`config.mk`:
```
export PLATFORM = sky130hd
export DESIGN_NAME = branch_resolve_unit
export DESIGN_NICKNAME = d
export VERILOG_FILES = /design/src/rtl/br_pkg.sv /design/src/rtl/br_zero_test.sv /design/src/rtl/br_target_calc.sv /design/src/rtl/br_redirect_hold.sv /design/src/rtl/branch_resolve_unit.sv
export SDC_FILE = /design/constraint.sdc
export NUM_CORES = 1
export LEC_CHECK = 0
export BUFFER_PORTS_ARGS = -buffer_cell sky130_fd_sc_hd__buf_2
export CORE_AREA = 3 3 75 112
export CTS_CLUSTER_DIAMETER = 200
export DETAILED_ROUTE_END_ITERATION = 8
export DIE_AREA = 0 0 78 115
export PLACE_DENSITY = 0.7
export SYNTH_ARGS = -nofsm -noshare
export SYNTH_HDL_FRONTEND = slang
export SYNTH_SLANG_ARGS = --single-unit
export TNS_END_PERCENT = 30
```
`constraint.sdc`:
```
create_clock -name clk -period 6.4 [get_ports clk]
set_input_delay 1.92 -clock clk [delete_from_list [all_inputs] [get_ports clk]]
set_output_delay 1.92 -clock clk [all_outputs]
set_load 0.005 [all_outputs]
```
`src/rtl/br_pkg.sv`:
```
package br_pkg;
    parameter int ADDR_W = 32;

    typedef enum logic [1:0] {
        BK_NONE = 2'd0,
        BK_EQZ  = 2'd1,
        BK_NEZ  = 2'd2,
        BK_JMP  = 2'd3
    } br_kind_e;

    typedef struct packed {
        logic              take;
        logic [ADDR_W-1:0] tgt;
    } redirect_s;

    function automatic logic kind_taken(br_kind_e k, logic src_zero);
        case (k)
            BK_EQZ:  return src_zero;
            BK_NEZ:  return !src_zero;
            BK_JMP:  return 1'b1;
            default: return 1'b0;
        endcase
    endfunction
endpackage

```
`src/rtl/br_zero_test.sv`:
```
module br_zero_test #(
    parameter int W = 32
) (
    input  logic [W-1:0] val,
    output logic         is_zero
);
    assign is_zero = (val == '0);
endmodule

```
`src/rtl/br_target_calc.sv`:
```
module br_target_calc #(
    parameter int ADDR_W = 32,
    parameter int OFF_W  = 16
) (
    input  logic [ADDR_W-1:0] pc_inc,
    input  logic [OFF_W-1:0]  offset,
    output logic [ADDR_W-1:0] target
);
    localparam int EXT_W = ADDR_W - OFF_W - 2;

    logic [ADDR_W-1:0] byte_off;

    assign byte_off = {{EXT_W{offset[OFF_W-1]}}, offset, 2'b00};
    assign target   = pc_inc + byte_off;
endmodule

```
`src/rtl/br_redirect_hold.sv`:
```
module br_redirect_hold
    import br_pkg::*;
(
    input  logic      clk,
    input  logic      rst,
    input  redirect_s live,
    input  logic      stall,
    output redirect_s issued,
    output logic      held
);
    logic              hold_q;
    logic [ADDR_W-1:0] hold_tgt_q;

    always_ff @(posedge clk) begin
        if (rst) begin
            hold_q     <= 1'b0;
            hold_tgt_q <= '0;
        end else if (hold_q) begin
            if (!stall) hold_q <= 1'b0;
        end else if (live.take && stall) begin
            hold_q     <= 1'b1;
            hold_tgt_q <= live.tgt;
        end
    end

    always_comb begin
        if (hold_q) begin
            issued.take = !stall;
            issued.tgt  = hold_tgt_q;
        end else begin
            issued.take = live.take && !stall;
            issued.tgt  = live.tgt;
        end
    end

    assign held = hold_q;
endmodule

```
`src/rtl/branch_resolve_unit.sv`:
```
module branch_resolve_unit
    import br_pkg::*;
#(
    parameter int OFF_W       = 16,
    parameter bit SQUASH_MODE = 1'b1
) (
    input  logic              clk,
    input  logic              rst,
    input  logic              dec_valid,
    input  logic [1:0]        dec_kind,
    input  logic [ADDR_W-1:0] dec_src,
    input  logic [ADDR_W-1:0] dec_pc_inc,
    input  logic [OFF_W-1:0]  dec_offset,
    input  logic              fetch_stall,
    output logic              pc_sel_target,
    output logic [ADDR_W-1:0] redirect_pc,
    output logic              fetch_flush
);
    logic      src_zero;
    logic      held;
    redirect_s live;
    redirect_s issued;

    br_zero_test #(.W(ADDR_W)) u_zero (
        .val     (dec_src),
        .is_zero (src_zero)
    );

    br_target_calc #(.ADDR_W(ADDR_W), .OFF_W(OFF_W)) u_tgt (
        .pc_inc (dec_pc_inc),
        .offset (dec_offset),
        .target (live.tgt)
    );

    assign live.take = dec_valid && kind_taken(br_kind_e'(dec_kind), src_zero);

    br_redirect_hold u_hold (
        .clk    (clk),
        .rst    (rst),
        .live   (live),
        .stall  (fetch_stall),
        .issued (issued),
        .held   (held)
    );

    assign pc_sel_target = issued.take;
    assign redirect_pc   = issued.tgt;

    generate
        if (SQUASH_MODE) begin : g_squash
            assign fetch_flush = issued.take;
        end else begin : g_delay
            assign fetch_flush = 1'b0;
        end
    endgenerate
endmodule

```
==> results of run 1 <==
## per-stage QoR
| step | power, mW | hold slack (ps) | setup TNS [ps] | std cells | worst slack, ps |
|---|---|---|---|---|---|
| finish | 0.8496 | 489.5 | 0 | 674 | 132.9 |
| global placement | 0.5556 | 468.0 | 0 | 664 | 32.26 |
| CTS | 0.8519 | 483.4 | 0 | 672 | 14.61 |
| detailed placement | 0.5603 | 473.1 | 0 | 664 | 8.132 |
| global route | 0.9065 | 504.9 | -28.21 | 674 | -28.21 |
| floorplan | 0.4334 | 454.4 | 0 | 453 | 337.9 |
## final cells by class
type                    instances  area, um^2
clock buffers                   6       138.9
flip-flops and latches         33       661.9
fillers                       767        3292
multi-input cells             365        2506
inverters                      30       112.6
repair buffers                136       735.7
clock inverters                 2       37.54
well taps                     102       127.6
## sequential cells by signal (all words and copies together), names as in the netlist
signal / count
u_hold.hold_tgt_q: 32
u_hold.held: 1
## cells in the mapped netlist, types with 2 or more instances
cell type	instances	area, um^2
nand4_1	6	37.54
clkbuf_1	15	56.30
buf_2	8	40.04
nor4_1	10	62.56
a31oi_1	5	31.28
and3_1	2	12.51
o21a_1	6	45.04
mux2i_1	24	240.2
o211ai_1	4	30.03
a21o_1	8	60.06
dfxtp_1	33	660.6
ha_1	29	362.9
mux2_2	5	56.30
or3_1	2	12.51
a211o_1	3	26.28
a211oi_1	8	60.06
nor2b_1	19	118.9
xnor2_1	15	131.4
o21ai_0	29	145.1
o21ai_1	7	35.03
nor3b_1	4	30.03
a21bo_2	2	20.02
nor2_1	37	138.9
o311ai_1	2	17.52
inv_1	30	112.6
nand2b_1	4	25.02
buf_4	2	15.01
xor2_1	12	105.1
nand4b_1	2	17.52
o31ai_1	5	37.54
o21bai_1	4	30.03
nand2_1	50	187.7
a21oi_1	29	145.1
nand3_1	3	15.01
and2_1	2	12.51
a311oi_1	3	26.28
nor3_1	6	30.03
## critical path, delay by kind of cell
family | cells | cell delay (ps)
buf+inv | 3 | 260
compound gates | 5 | 1080
simple gates | 3 | 600
fa+ha+maj | 2 | 500
## logic make-up after synthesis
| kind of cell | synth area share [%] |
|---|---|
| AND/OR/NAND/NOR | 22.64 |
| adder cells (fa/ha/maj) | 11.38 |
| AO/OA/AOI/OAI | 23.87 |
| buffers and inverters | 6.654 |
| XOR/XNOR | 7.026 |
| flip-flops | 19.63 |
| multiplexers | 8.810 |
## routing by layer
layer,track usage [%],up-vias,part of all wire [%]
met1,22.29,1668,39
met4,3.967,0,1.3
met3,3.292,15,6.1
met5,0,-,0
met2,41.36,130,54
li1,-,1845,-
## worst paths after layout
| kind | slack, ps | to | startpoint |
|---|---|---|---|
| hold / removal | 490 | u_hold.hold_tgt_q[25] | u_hold.hold_tgt_q[25] |
| setup reg to reg | 3830 | u_hold.hold_tgt_q[5] | u_hold.held |
| hold reg to reg | 490 | u_hold.hold_tgt_q[25] | u_hold.hold_tgt_q[25] |
| setup / recovery | 130 | redirect_pc[30] | dec_offset[0] |
## power by group
part,internal (mW),total (mW),switching (mW),leakage [nW]
combinational,0.159,0.338,0.179,1.52
clock,0.194,0.288,0.0936,0.0831
sequential,0.216,0.224,0.00791,0.269
total,0.569,0.850,0.280,1.87
## timing repair
action	4_1_cts	5_1_grt
hold buffers	0	0
resized for setup	0	8
setup buffers	0	2
pin swaps	1	9
setup endpoints to repair	1	3
==> flow_metrics.env, run 1 <==
export IMPL_htreeDepth=2
export IMPL_report_final_slew_viol_count=0
export IMPL_dp_hpwl_um=7321
export IMPL_numCtsBuffers=5
export IMPL_crit_fanout=3
export IMPL_rsz0062_at_grt="true"
export IMPL_ir_drop_mv=0.1394
export IMPL_worstSetupStartpointType="primary input"
export IMPL_drt_iter0_markers=162
export IMPL_setup_viol_count_final=0
export IMPL_clock_sinks=33
export IMPL_final_util_pct=56.76
export IMPL_worstRegToRegCells=5
export IMPL_fin_area_um2=4320
export IMPL_cp_data_arrival_time_ps=4350
export IMPL_ys_warn_count=0
export IMPL_grt_pass1_wl_um=15210
export IMPL_synth_edf_count=0
export IMPL_drc=0
export IMPL_async_flop_share_pct=0
export IMPL_powerDensity_nw_per_um2=196.7
export IMPL_critical_path_cell_chain="buf_6 > ha_4 > inv_2 > fa_2 > nor2b_2 > o211ai_1 > a21bo_2 > a211o_1 > a311oi_2 > nor2_1 > or3_4 > a31oi_1 > buf_2"
export IMPL_die_area_um2=8970
export IMPL_vias=3658
export IMPL_yosysSeqAreaShare_pct=19.63
export IMPL_die_h_um=115
export IMPL_clkTransAtPathRegs_ps=50
export IMPL_die_width_um=78
export IMPL_max_freq_mhz=159.6
export IMPL_fin_crit_sh_pct=97.92
export IMPL_synth_fp_nets=569
export IMPL_max_slew_margin_pct=38.25
export IMPL_num_rows=39
export IMPL_wl_um=9335
export IMPL_area_growth_pct=28.36
export IMPL_gr_total_overflow=0
export IMPL_cellLeakagePower_nw=1.869
export IMPL_cap_violations=0
export IMPL_nets=687
export IMPL_dr_pass1_iters=4
export IMPL_root_buffer="clkbuf_16"
export IMPL_start_util_pct=44.21
export IMPL_port_buffers=119
export IMPL_synth_seq_cells=33
export IMPL_place_congestion=0.8472
export IMPL_drive_gt1_share_pct=28.50
export IMPL_core_area_um2=7612
export IMPL_cp_slowest_stage_delay_ps=390
export IMPL_postRouteAntennaNets=0
export IMPL_viasPerCell=5.427
export IMPL_end_kind="output pin"
export IMPL_required_ps=4480
export IMPL_boundaryPins=120
export IMPL_period_needed_ps=6267
export IMPL_cts_tree="built"
export IMPL_grt_start_max_net_pins=56
export IMPL_mostFrequentLayoutCell="buf_2"
export IMPL_clock_path_buffers=2
export IMPL_critPathKind="in2out"
export IMPL_status="finished, final reports clean"
export IMPL_finalHoldViolCount=0
export IMPL_dpl_cell_area_um2=4093
export IMPL_antenna_cells=0
export IMPL_skew_ps=4.154
export IMPL_antenna_found_initial=0
export IMPL_hp_class="reg2reg"
export IMPL_insertion_delay_ps=280
export IMPL_synth_avg_cell_area_um2=7.430
export IMPL_routedWlPerCell_um=13.85
export IMPL_synth_cell_types=55
export IMPL_grt_pass1_vias=3463
export IMPL_min_path_cells=2
export IMPL_ys_flop_type="dfxtp_1"
export IMPL_syn_area_um2=3366
export IMPL_syn_instance_count=453
export IMPL_grtUsageTotal_pct=20.56
export IMPL_slowest_stage="or3_4"
export IMPL_tightest_slew_ps=926.3
export IMPL_final_cell_mix="buf_2, nand2_1, nor2_1"
No activity file was read; power rests on OpenSTA's default activity.
==> inputs of run 2 (changes only) <==
Settings changed: CORE_AREA 3 3 75 112 to 3 3 78 117, DIE_AREA 0 0 78 115 to 0 0 81 120, PLACE_DENSITY 0.7 to 0.69, SYNTH_HIERARCHICAL from default to 1.
==> run 2 against run 1 <==
Non-clock buffer count is 14 lower. Sequential share of layout area is 0.39 points lower. Critical path type unchanged. Combinational power is 7.1% higher. Largest cell class unchanged. Hold slack worse by 18 ps. Setup slack better by 53 ps. Critical endpoint is now redirect_pc[27]. Largest power group unchanged.
==> flow_metrics.env, run 2 <==
export IMPL_grtUsageTotal_pct=20.55
export IMPL_cap_violations=0
export IMPL_syn_area_um2=3665
export IMPL_setup_slack_ps=186.1
export IMPL_min_path_cells=2
export IMPL_synth_avg_cell_area_um2=8.291
export IMPL_num_rows=41
export IMPL_p_comb_share_pct=43.7
export IMPL_grt_pass1_vias=3534
export IMPL_path_delay_family="compound AO/OA/AOI/OAI gates"
export IMPL_antenna_cells=0
export IMPL_mostFrequentLayoutCell="buf_2"
export IMPL_synth_cell_types=52
export IMPL_vias=3604
export IMPL_switching_share_pct=34.25
export IMPL_drive_gt1_share_pct=30.84
export IMPL_drc=0
export IMPL_fin_crit_sh_pct=97.09
export IMPL_cellLeakagePower_nw=1.918
export IMPL_hold_path_startpoint="u_hold/hold_tgt_q[29]"
export IMPL_synth_seq_cells=33
export IMPL_rsz0062_at_grt="false"
export IMPL_cts_setup_buffers=0
export IMPL_drt_iter0_markers=173
export IMPL_root_buffer="clkbuf_16"
export IMPL_setup_viol_count_final=0
export IMPL_yosys_top_cells_area="dfxtp_1, nand2b_1, ha_1"
export IMPL_p_clk_share_pct=29.4
export IMPL_power_switching_mw=0.2836
export IMPL_finalNonFillerCells=655
export IMPL_dr_pass1_iters=4
export IMPL_boundaryPins=120
export IMPL_start_util_pct=44.10
export IMPL_core_area_um2=8310
export IMPL_crit_fanout=15
export IMPL_skew_ps=4.283
export IMPL_insertion_delay_ps=280
export IMPL_p_int_mw=0.5446
export IMPL_area_growth_pct=20.72
export IMPL_clock_path_buffers=2
export IMPL_hp_class="reg2reg"
export IMPL_place_congestion=0.9206
export IMPL_synth_fp_nets=558
export IMPL_antenna_found_initial=0
export IMPL_timing_rr_end="u_hold/hold_tgt_q[7]"
export IMPL_r2r_start="u_hold/held"
export IMPL_clkTransAtPathRegs_ps=50
export IMPL_hold_end="u_hold/hold_tgt_q[29]"
export IMPL_largest_reg_flops=32
export IMPL_synth_top_cells_by_count="nand2b_1, mux2i_1, dfxtp_1"
export IMPL_grt_start_max_net_pins=66
export IMPL_synth_edf_count=0
export IMPL_pre_cts_ws_ps=144.0
export IMPL_tns_ps=0
export IMPL_yosysTopAreaCell="dfxtp_1"
export IMPL_max_freq_mhz=160.9
export IMPL_routedWlPerCell_um=15.20
export IMPL_die_area_um2=9720
export IMPL_end_kind="output pin"
export IMPL_slowest_stage="o41ai_2"
export IMPL_gr_total_overflow=0
export IMPL_postRouteAntennaNets=0
export IMPL_ir_drop_mv=0.1020
export IMPL_powerDensity_nw_per_um2=187.2
export IMPL_final_cell_mix="buf_2, nand2b_1, mux2i_1"
export IMPL_wl_um=9954
export IMPL_cp_slowest_stage_delay_ps=440
export IMPL_cp_data_arrival_time_ps=4290
export IMPL_syn_instance_count=442
export IMPL_ys_warn_count=6
export IMPL_clock_sinks=33
export IMPL_dp_cells=648
export IMPL_htreeDepth=2
export IMPL_dp_hpwl_um=7859
export IMPL_port_buffers=119
export IMPL_max_slew_margin_pct=29.92
export IMPL_numCtsBuffers=5
export IMPL_critical_path_cell_chain="buf_2 > ha_1 > nand2_1 > nor2_1 > nand2_1 > o41ai_2 > a31oi_1 > xnor2_1 > mux2_2 > buf_2"
export IMPL_synth_most_common_cell="nand2b_1"
export IMPL_nets=664
export IMPL_reg2reg_setup_slack_ps=4360
export IMPL_yosysSeqAreaShare_pct=18.03
export IMPL_ys_flop_type="dfxtp_1"
export IMPL_p_seq_share_pct=26.9
export IMPL_largest_register="u_hold/hold_tgt_q"
export IMPL_final_util_pct=53.24
export IMPL_worstSetupStartpointType="primary input"
export IMPL_report_final_slew_viol_count=0
export IMPL_viasPerCell=5.502
export IMPL_yosysTopAreaCellShare_pct=18.03
export IMPL_die_width_um=81
export IMPL_tightest_slew_ps=1051
export IMPL_crit_buf_inv=2
export IMPL_cts_tree="built"
export IMPL_period_needed_ps=6214
export IMPL_async_flop_share_pct=0
export IMPL_worstRegToRegCells=2
export IMPL_required_ps=4480
export IMPL_status="finished, final reports clean"
export IMPL_grt_pass1_wl_um=16080
export IMPL_critPathKind="in2out"
export IMPL_finalHoldViolCount=0
export IMPL_die_h_um=120
==> run 2: changes by cell type after synthesis, sizes merged, moves of 4 or more <==
cell,before,now
inv,30,6
a311oi,4,0
a21boi,1,5
nand2,51,27
o21ai,36,20
xor2,12,7
xnor2,15,19
clkbuf,15,11
mux2,5,32
nand2b,4,71
nor2,37,24
nor2b,19,3
mux2i,24,34
==> run 2: worst max path at each step <==
stage	startpoint	endpoint	slack [ps]	depth (start not counted)
finish	dec_offset[15]	redirect_pc[27]	190	10
global route	dec_offset[0]	redirect_pc[30]	60	12
CTS	dec_offset[0]	redirect_pc[24]	140	12
detailed placement	dec_offset[0]	redirect_pc[24]	140	12
global placement	dec_offset[0]	redirect_pc[24]	220	12
floorplan	dec_offset[0]	redirect_pc[24]	740	10
==> run 2: per-stage QoR <==
stage,hold slack [ps],power (mW),area [um^2]
finish,471.2,0.8282,4424
global route,491.6,0.8843,4424
CTS,472.8,0.8372,4417
detailed placement,464.0,0.5859,4274
global placement,454.5,0.5808,4274
floorplan,445.2,0.4677,3665
==> run 2: kinds of logic after synthesis <==
logic type / Yosys count / share of synthesized area, %
flops: 33 / 18.03
mux: 66 / 19.12
buf+inv: 29 / 4.541
xor+xnor: 26 / 6.214
simple gates: 157 / 23.59
fa+ha+maj: 30 / 10.45
compound gates: 101 / 18.06
==> run 2: layout make-up <==
| type | instances | area, um^2 |
|---|---|---|
| timing repair buffer | 122 | 618.1 |
| inverter | 6 | 22.52 |
| clock buffer | 7 | 142.6 |
| tap | 107 | 133.9 |
| fill | 818 | 3886 |
| multi-input combinational | 380 | 2846 |
| sequential | 33 | 660.6 |
==> run 2: layer usage <==
metal  part of all wire (%)  GRT usage (%)  vias up
met5                      0              0        -
met4                    3.5          9.091        0
met2                     51          35.13       99
met3                    4.1          1.577       25
met1                     41          25.79     1670
li1                       -              -     1810
==> run 2: tightest hold or removal path, stage by stage (launching register included) <==
cell and delay, ps:
dfxtp_1 310, nand2b_1 60, mux2i_1 50
==> run 2: power groups by stage <==
stage	clock (mW)	combinational, mW	sequential (mW)
after floorplan	0	0.244	0.224
after global placement	0	0.355	0.226
after detailed placement	0	0.359	0.227
after CTS	0.253	0.361	0.223
after global routing	0.259	0.402	0.224
final	0.244	0.362	0.223
==> run 2: timing repair <==
| item | CTS | global route |
|---|---|---|
| hold buffers | 0 | 0 |
| resized for setup | 0 | 2 |
| setup endpoints to repair | 0 | 4 |
